## src/rtl/pix_lut_pkg.sv

```systemverilog
package pix_lut_pkg;

    localparam int PIX_W  = 16;
    localparam int COMP_W = 6;
    localparam int OUT_W  = 8;
    localparam int PAL_AW = 8;
    localparam int WORD_W = 3 * COMP_W;
    localparam int F5_W   = 5;
    localparam int F6_W   = 6;

    typedef enum logic [1:0] {
        MODE_PAL = 2'd0,
        MODE_555 = 2'd1,
        MODE_565 = 2'd2,
        MODE_888 = 2'd3
    } pix_mode_e;

    typedef enum logic [1:0] {
        TGT_PAL  = 2'd0,
        TGT_MASK = 2'd1,
        TGT_MODE = 2'd2,
        TGT_NONE = 2'd3
    } wr_tgt_e;

    typedef struct packed {
        logic [OUT_W-1:0] r;
        logic [OUT_W-1:0] g;
        logic [OUT_W-1:0] b;
    } rgb_t;

    typedef struct packed {
        logic [PIX_W-1:0] pix;
        logic             vis;
        pix_mode_e        mode;
        logic             ph;
    } stg1_t;

    typedef struct packed {
        logic [PIX_W-1:0] pix;
        logic [PIX_W-1:0] held;
        logic             vis;
        pix_mode_e        mode;
        logic             ph;
    } stg2_t;

    typedef struct packed {
        stg1_t s1;
        stg2_t s2;
        rgb_t  o;
    } pipe_t;

    typedef struct packed {
        logic [PAL_AW-1:0] mask;
        pix_mode_e         pri;
        pix_mode_e         sec;
    } cfg_t;

    // Left-justify a w-bit value into OUT_W bits, refilling low bits from its top.
    function automatic logic [OUT_W-1:0] widen(input logic [OUT_W-1:0] v, input int w);
        logic [OUT_W-1:0] o;
        o = '0;
        for (int i = 0; i < OUT_W; i++) begin
            o[OUT_W-1-i] = v[w-1-(i % w)];
        end
        return o;
    endfunction

endpackage

```

## src/rtl/pix_cfg_regs.sv

```systemverilog
module pix_cfg_regs
    import pix_lut_pkg::*;
(
    input  logic              clk,
    input  logic              rst_n,
    input  logic              wr_en_i,
    input  wr_tgt_e           wr_sel_i,
    input  logic [PAL_AW-1:0] wr_lo_i,
    output cfg_t              cfg_o
);

    cfg_t cfg_d, cfg_q;

    always_comb begin
        cfg_d = cfg_q;
        if (wr_en_i) begin
            unique case (wr_sel_i)
                TGT_MASK: cfg_d.mask = wr_lo_i;
                TGT_MODE: begin
                    cfg_d.pri = pix_mode_e'(wr_lo_i[1:0]);
                    cfg_d.sec = pix_mode_e'(wr_lo_i[3:2]);
                end
                default: ;
            endcase
        end
    end

    always_ff @(posedge clk or negedge rst_n) begin
        if (!rst_n) begin
            cfg_q.mask <= '1;
            cfg_q.pri  <= MODE_PAL;
            cfg_q.sec  <= MODE_PAL;
        end else begin
            cfg_q <= cfg_d;
        end
    end

    assign cfg_o = cfg_q;

endmodule

```

## src/rtl/pix_palette_ram.sv

```systemverilog
module pix_palette_ram #(
    parameter int AW = 8,
    parameter int DW = 18
) (
    input  logic          clk,
    input  logic          we_i,
    input  logic [AW-1:0] wa_i,
    input  logic [DW-1:0] wd_i,
    input  logic [AW-1:0] ra_i,
    output logic [DW-1:0] rd_o
);

    localparam int DEPTH = 1 << AW;

    logic [DW-1:0] mem_q [DEPTH];
    logic [DW-1:0] rd_q;

    // Read returns the word stored before a same-edge write.
    always_ff @(posedge clk) begin
        if (we_i) begin
            mem_q[wa_i] <= wd_i;
        end
        rd_q <= mem_q[ra_i];
    end

    assign rd_o = rd_q;

endmodule

```

## src/rtl/pix_color_expand.sv

```systemverilog
module pix_color_expand
    import pix_lut_pkg::*;
(
    input  pix_mode_e         mode_i,
    input  logic [PIX_W-1:0]  pix_i,
    input  logic [PIX_W-1:0]  held_i,
    input  logic [WORD_W-1:0] pal_i,
    output rgb_t              rgb_o
);

    always_comb begin
        rgb_o = '0;
        unique case (mode_i)
            MODE_PAL: begin
                rgb_o.r = widen(OUT_W'(pal_i[3*COMP_W-1 -: COMP_W]), COMP_W);
                rgb_o.g = widen(OUT_W'(pal_i[2*COMP_W-1 -: COMP_W]), COMP_W);
                rgb_o.b = widen(OUT_W'(pal_i[COMP_W-1:0]), COMP_W);
            end
            MODE_555: begin
                rgb_o.r = widen(OUT_W'(pix_i[3*F5_W-1 -: F5_W]), F5_W);
                rgb_o.g = widen(OUT_W'(pix_i[2*F5_W-1 -: F5_W]), F5_W);
                rgb_o.b = widen(OUT_W'(pix_i[F5_W-1:0]), F5_W);
            end
            MODE_565: begin
                rgb_o.r = widen(OUT_W'(pix_i[PIX_W-1 -: F5_W]), F5_W);
                rgb_o.g = widen(OUT_W'(pix_i[F5_W +: F6_W]), F6_W);
                rgb_o.b = widen(OUT_W'(pix_i[F5_W-1:0]), F5_W);
            end
            default: begin
                rgb_o.r = pix_i[OUT_W-1:0];
                rgb_o.g = held_i[2*OUT_W-1 -: OUT_W];
                rgb_o.b = held_i[OUT_W-1:0];
            end
        endcase
    end

endmodule

```

## src/rtl/pix_lut_pipe.sv

```systemverilog
module pix_lut_pipe
    import pix_lut_pkg::*;
(
    input  logic               clk,
    input  logic               rst_n,
    input  logic [PIX_W-1:0]   pix_i,
    input  logic               blank_n_i,
    input  logic               msw_i,
    input  logic               wr_en_i,
    input  logic [1:0]         wr_sel_i,
    input  logic [PAL_AW-1:0]  wr_addr_i,
    input  logic [WORD_W-1:0]  wr_data_i,
    output logic [OUT_W-1:0]   red_o,
    output logic [OUT_W-1:0]   green_o,
    output logic [OUT_W-1:0]   blue_o
);

    cfg_t              cfg_q;
    pipe_t             pipe_d, pipe_q;
    logic [PAL_AW-1:0] rd_addr;
    logic [WORD_W-1:0] pal_word;
    rgb_t              exp_rgb;
    wr_tgt_e           wr_tgt;
    pix_mode_e         sel_mode;
    logic              run24;

    assign wr_tgt = wr_tgt_e'(wr_sel_i);

    pix_cfg_regs u_cfg (
        .clk      (clk),
        .rst_n    (rst_n),
        .wr_en_i  (wr_en_i),
        .wr_sel_i (wr_tgt),
        .wr_lo_i  (wr_data_i[PAL_AW-1:0]),
        .cfg_o    (cfg_q)
    );

    pix_palette_ram #(
        .AW (PAL_AW),
        .DW (WORD_W)
    ) u_ram (
        .clk  (clk),
        .we_i (wr_en_i && (wr_tgt == TGT_PAL)),
        .wa_i (wr_addr_i),
        .wd_i (wr_data_i),
        .ra_i (rd_addr),
        .rd_o (pal_word)
    );

    pix_color_expand u_exp (
        .mode_i (pipe_q.s2.mode),
        .pix_i  (pipe_q.s2.pix),
        .held_i (pipe_q.s2.held),
        .pal_i  (pal_word),
        .rgb_o  (exp_rgb)
    );

    assign sel_mode = msw_i ? cfg_q.sec : cfg_q.pri;
    assign run24    = pipe_q.s1.vis && (pipe_q.s1.mode == MODE_888);
    assign rd_addr  = pipe_q.s1.pix[PAL_AW-1:0] & cfg_q.mask;

    always_comb begin
        pipe_d = pipe_q;

        // Stage 1: capture pixel, blank and the mode chosen for this pixel.
        pipe_d.s1.pix  = pix_i;
        pipe_d.s1.vis  = blank_n_i;
        pipe_d.s1.mode = sel_mode;
        pipe_d.s1.ph   = (blank_n_i && (sel_mode == MODE_888)) ? (run24 && !pipe_q.s1.ph) : 1'b0;

        // Stage 2: table read runs in the RAM; pixel fields follow alongside.
        pipe_d.s2.pix  = pipe_q.s1.pix;
        pipe_d.s2.vis  = pipe_q.s1.vis;
        pipe_d.s2.mode = pipe_q.s1.mode;
        pipe_d.s2.ph   = pipe_q.s1.ph;
        if (run24 && !pipe_q.s1.ph) begin
            pipe_d.s2.held = pipe_q.s1.pix;
        end

        // Stage 3: output latch.
        if (!pipe_q.s2.vis) begin
            pipe_d.o = '0;
        end else if ((pipe_q.s2.mode == MODE_888) && !pipe_q.s2.ph) begin
            pipe_d.o = pipe_q.o;
        end else begin
            pipe_d.o = exp_rgb;
        end
    end

    always_ff @(posedge clk or negedge rst_n) begin
        if (!rst_n) begin
            pipe_q <= '0;
        end else begin
            pipe_q <= pipe_d;
        end
    end

    assign red_o   = pipe_q.o.r;
    assign green_o = pipe_q.o.g;
    assign blue_o  = pipe_q.o.b;

endmodule

```

## config.mk

```make
export PLATFORM = sky130hd
export DESIGN_NAME = pix_lut_pipe
export DESIGN_NICKNAME = d
export VERILOG_FILES = /design/src/rtl/pix_lut_pkg.sv /design/src/rtl/pix_cfg_regs.sv /design/src/rtl/pix_palette_ram.sv /design/src/rtl/pix_color_expand.sv /design/src/rtl/pix_lut_pipe.sv
export SDC_FILE = /design/constraint.sdc
export NUM_CORES = 2
export LEC_CHECK = 0
export BUFFER_PORTS_ARGS = -buffer_cell sky130_fd_sc_hd__buf_4
export CAP_MARGIN = 20
export CORE_MARGIN = 1
export CORE_UTILIZATION = 60
export CTS_CLUSTER_DIAMETER = 60
export CTS_CLUSTER_SIZE = 30
export DETAILED_ROUTE_END_ITERATION = 7
export PLACE_DENSITY = 0.76
export SYNTH_ARGS = -nofsm -noshare
export SYNTH_HDL_FRONTEND = slang
export SYNTH_HIERARCHICAL = 1
export SYNTH_MEMORY_MAX_BITS = 65536
export SYNTH_SLANG_ARGS = --single-unit
```

## constraint.sdc

```tcl
create_clock -name clk -period 7.55 [get_ports clk]
set_clock_uncertainty 0.15 [all_clocks]
set_input_delay 0.755 -clock clk [delete_from_list [all_inputs] [get_ports clk]]
set_output_delay 0.755 -clock clk [all_outputs]
set_load 0.05 [all_outputs]
```

* Word-level counts from Yosys, hierarchy flattened *
Memory sizes are Yosys's and may differ from the RTL's. A register that Yosys moved wholly into a read port is not among the register bits.
Cells that the tools add are included.

storage, ports and cells
  flip-flop bits (word level) = 92
  latch bits = 0
  bits in writable memories = 4608
  ROM bits = 0
  input port bits = 49
  memories = 1

operators by class
  $add $sub $neg = 0
  multiply operators = 0
  divide/modulo/power cells = 0
  magnitude comparators = 0
  eq/ne operators = 8
  shift operators = 0
  muxes and demuxes = 7
  bitwise operators = 1
  reductions and logical operators = 11

memories
  name         depth  bits a word  read ports  clocked after memory_dff  wr ports  RTL line               source
  u_ram.mem_q  256    18           1           1                         1         pix_palette_ram.sv:15  logic [DW-1:0] mem_q [DEPTH];

operators by type and width
  kind                                                              count
  24-bit one-hot mux with 3 select lines                            1
  24-bit 2-to-1 mux                                                 2
  2-bit == test (second input constant)                             5
  8-bit bitwise AND                                                 1
  1-bit logical AND                                                 5
  2-bit by 1-bit == test with 1-bit output (second input constant)  2
  2-bit zero test                                                   2
  2-bit AND reduction                                               2
  1-bit 2-to-1 mux                                                  3
  1-bit zero test                                                   2
  2-bit 2-to-1 mux                                                  1
  2-bit inequality test (second input constant)                     1

* Longest topological paths before layout *
  depth after elaboration = 4
  depth in mapped cells = 13
  depth with buffers taken out = 8

* By module *
Netlist, hierarchy kept.

modules (own cells, without submodules)
  module            instances  cells an instance  area each (sq um)  sequential area each (sq um)
  pix_palette_ram   1          8281               178222.2           138733.1
  pix_lut_pipe      1          214                3020.4             2001.9
  pix_color_expand  1          47                 676.9              0.0
  pix_cfg_regs      1          26                 473.0              310.3

* Worst setup path after synthesis *
OpenSTA, ideal clock, no wires.

  path type = in2reg
  start = in wr_sel_i[1]
  end = mem u_ram.mem_q[234][0], enable pin
  setup time = 0.393 ns
  data arrival time = 2.704 ns
  data required time = 7.007 ns
  path slack = 4.303 ns
  stages on the path = 6
  path buffers = 3
  cells stage by stage = nor3b_1 -> clkbuf_1 -> buf_1 -> nand3_1 -> clkbuf_1 -> nor2_1

between the ends
  word-level cells in the longest chain between the ends = 4

RTL lines
  element                                 RTL line               source
  start: declaration                      pix_lut_pipe.sv:10     input logic [1:0] wr_sel_i,
  2-bit zero test                         pix_lut_pipe.sv:43     .we_i (wr_en_i && (wr_tgt == TGT_PAL)),
  1-bit logical AND                       pix_lut_pipe.sv:43
  1-bit 2-to-1 mux                        pix_palette_ram.sv:20  if (we_i) begin
  1-bit 2-to-1 mux (not written as such)  pix_palette_ram.sv:21  mem_q[wa_i] <= wd_i;
  end: declaration                        pix_palette_ram.sv:15

Every way passes these cells.

* Final worst setup path *
  start = reg u_cfg/cfg_o[5] (netlist name)
  end = reg u_ram.rd_q[6], in the netlist u_ram/rd_o[6] (read register of u_ram.mem_q)

between the ends
  word-level cells in the longest chain between the ends = 1

RTL lines
  element               RTL line               source
  8-bit bitwise AND     pix_lut_pipe.sv:60     assign rd_addr = pipe_q.s1.pix[PAL_AW-1:0] & cfg_q.mask;
  named net rd_addr[1]  pix_lut_pipe.sv:20     logic [PAL_AW-1:0] rd_addr;
  end: declaration      pix_palette_ram.sv:16  logic [DW-1:0] rd_q;

The timed path passes the listed nets, and every way through them passes these cells.
A chain may end at the register's enable or synchronous reset.

==> metrics.csv <==
stage;metric;value;unit
run_status;status;finished clean;
layout;ff_latch_area;141000;sq um
worst_setup_path;critPathArrivalTime;5880;ps
yosys;yosys.area_share.simple;1.75;%
clocking;clk_latency;1000;ps
yosys;synth_top_cell_by_area;edfxtp_1;
yosys;yosysUniqueCellTypes;50;
min_path;hp-class;input port to register;
clocking;cts_root_buffer;clkbuf_16;
layout;multi_input_area;38600;sq um
grt;grt_max_degree;168;
grt;grt_usage;30.2;%
floorplan;coreArea;303000;sq um
worst_setup_path;worstPathMaxFanout;121;
clocking;clkTransAtPathRegs;110;ps
yosys;syn_inst;8568;
yosys;synth.area.top_cells;edfxtp_1 76%, mux4_2 11%, mux2i_1 4.6%, o221ai_1 1.5%, dfrtp_1 1.2%;
yosys;ys_ff_latch;4718;
floorplan;die_h;553;microns
power;clock_power_share;31.4;%
drt;drt_iter0_markers;14600;
yosys;synth_top_family_by_area;multiplexers;
drt;ant_nets;0;
yosys;synth_compound_area_share;3.33;%
yosys;seq_area_frac_synth;77.3;%
place;portBuffers;72;
yosys;avgSynthCellArea;21.3;sq um
grt;grt_first_pass_wirelength;655;mm
drt;firstDrtPassIters;6;
grt;grt_pass1_vias;89100;
layout;drive_gt1_share;22.6;%
power;power.share.sequential;57.3;%
power;internal-power;37.9;mW
yosys;ys_top_cells_by_count;4608 x edfxtp_1, 878 x mux4_2, 840 x mux2i_1, 317 x o221ai_1, 290 x nor2_1;
yosys;syn_nets;8617;
layout;fillers;18700;
power;combPwrFrac;11.2;%
worst_setup_path;worstPathRequired;8240;ps
yosys;synthMuxAreaShare;15.7;%
yosys;synth_xor_area_share;0;%
clocking;cts_buffers;238;
place;gp_congestion;0.923;
floorplan;die_w;553;microns
worst_setup_path;start_kind;register;
power;power_density;256;nW/um^2
timing;post-route-period-util;68.7;%
timing;tns;0;ps
drt;wl_per_cell;35.9;microns
yosys;asyncSetResetFlopFracSynth;1.95;%
clocking;cts.sinks;4718;
timing;rsz0062_at_grt;false;
clocking;post_cts_resized;0;
clocking;htree_levels;4;
timing;max_freq;193;MHz
power;p_total;50.7;mW
timing;worst_pin_slew;1380;ps
yosys;synth-main-ff-cell;edfxtp_1;
place;post-place-ws;2530;ps
worst_setup_path;end_kind;register;
power;switching_power;12.8;mW
timing;slew_headroom;7.96;%
floorplan;die_area;306000;sq um
job;cap_violations;0;
clocking;cts_tree;done;
layout;fin_util;65.4;%
yosys;syn_area;182000;sq um
power;ir_worst_vdd;295;uV
yosys;yosys.area_share.adder;0;%
timing;setup_slack;2360;ps
yosys;yosys_warnings;6;
yosys;synth.most_common_cell;edfxtp_1;
drt;totalWireLength;464;mm
floorplan;initial_core_util;60.3;%
timing;setup_viol;0;
layout;nNetsFinal;8802;
timing;hold_ws;28.8;ps
timing;finalHoldViolCount;0;
clocking;post_cts_buffers;0;
timing;period_minus_slack;5190;ps
clocking;clockBufferDepth;4;
power;power.leakage;60.4;nW
timing;slew_viol_final;0;
floorplan;std_cell_rows;202;
yosys;synth_edf_count;4608;
worst_setup_path;criticalPathCategory;register to register;
layout;syn_to_final_growth;8.51;%
power;swShare;25.2;%
drt;viasPerCell;7.08;
grt;grt_overflow;0;
grt;antenna_found_initial;22;
yosys;synth_top_area_share;75.9;%
place;dp_hpwl;269;mm
drt;vias;91600;
drt;drc;0;
floorplan;ioPinCount;73;
[sequential cells by signal, summed over array words and instances (netlist names)]
| name | count |
|---|---|
| blue_o | 8 |
| green_o | 8 |
| pipe_d | 20 |
| pipe_q | 36 |
| red_o | 8 |
| u_cfg/cfg_o | 12 |
| u_ram/mem_q | 4608 |
| u_ram/rd_o | 18 |
[layout make-up]
cell class	count	area share (%)
Tap cell	3978	2.51
Clock inverter	189	1.34
Multi-Input combinational cell	3287	19.5
Inverter	29	0.0613
Clock buffer	246	3.06
Antenna cell	16	0.0202
Timing Repair Buffer	479	2.25
Sequential cell	4718	71.3
[final timing paths]
| path | to | start | slack, ps | cells after the start |
|---|---|---|---|---|
| max | u_ram/rd_o[6] | u_cfg/cfg_o[5] | 2360 | 8 |
| min | u_ram/mem_q[169][7] | wr_data_i[7] | 30 | 1 |
| max reg2reg | u_ram/rd_o[6] | u_cfg/cfg_o[5] | 2360 | 8 |
| min reg2reg | pipe_q[53] | pipe_d[53] | 250 | 0 |
| max in group asynchronous | pipe_q[25] | rst_n | 6030 | 3 |
| min in group asynchronous | green_o[6] | rst_n | 80 | 2 |
[power by group through the flow]
stage	sequential [mW]	combinational (mW)	clock [mW]
finish	29.1	5.71	15.9
global route	29.1	5.89	16.9
CTS	29.1	5.63	16.0
detailed placement	29.7	5.60	0
global placement	29.7	5.49	0
floorplan	29.5	3.72	0
[cells by family (layout without fill, tap and decap cells)]
kind of cell           Yosys count  in the layout
multiplexers                  1750           1750
other                            0             16
buffers and inverters          563            943
flip-flops                    4718           4718
AND/OR/NAND/NOR                675            675
AO/OA/AOI/OAI                  862            862
[metrics by stage]
step	std cells	area [sq um]
after floorplan	8568	182000
after global placement	12400	188000
after detailed placement	12500	189000
after CTS	12900	198000
after global routing	12900	198000
final	12900	198000
[routing by layer]
metal	part of all wire, %	track usage, %
met1	35	41.5
met2	47	46.7
met3	12	5.74
met4	6.4	16.0
met5	0.015	0
[timing repair]
| item | in CTS | in global routing |
|---|---|---|
| endpoints found under the setup margin | 0 | 0 |
| hold buffers | 20 | 0 |
| hold endpoints to repair | 84 | 0 |
[placed cells by master (no fill, tap or decap), types with 32 or more instances in the layout]
cell and count:
a21oi_1 190, a22oi_1 51, buf_12 34, buf_4 381, buf_8 32, clkbuf_16 241
clkinv_8 32, dfrtp_1 83, edfxtp_1 4608, inv_6 34, mux2i_1 840, mux4_2 878
nand2_1 104, nor2_1 120, nor2_2 139, nor3_1 155, o221ai_1 317, o22ai_1 236
[critical path: stages (launching register included)]
cell	delay, ps
dfstp_2	540
and2_4	490
buf_12	550
buf_4	710
mux4_2	430
mux4_2	500
a22oi_1	790
a22o_1	500
nor4_2	110
Power figures use the tool's default switching activity.
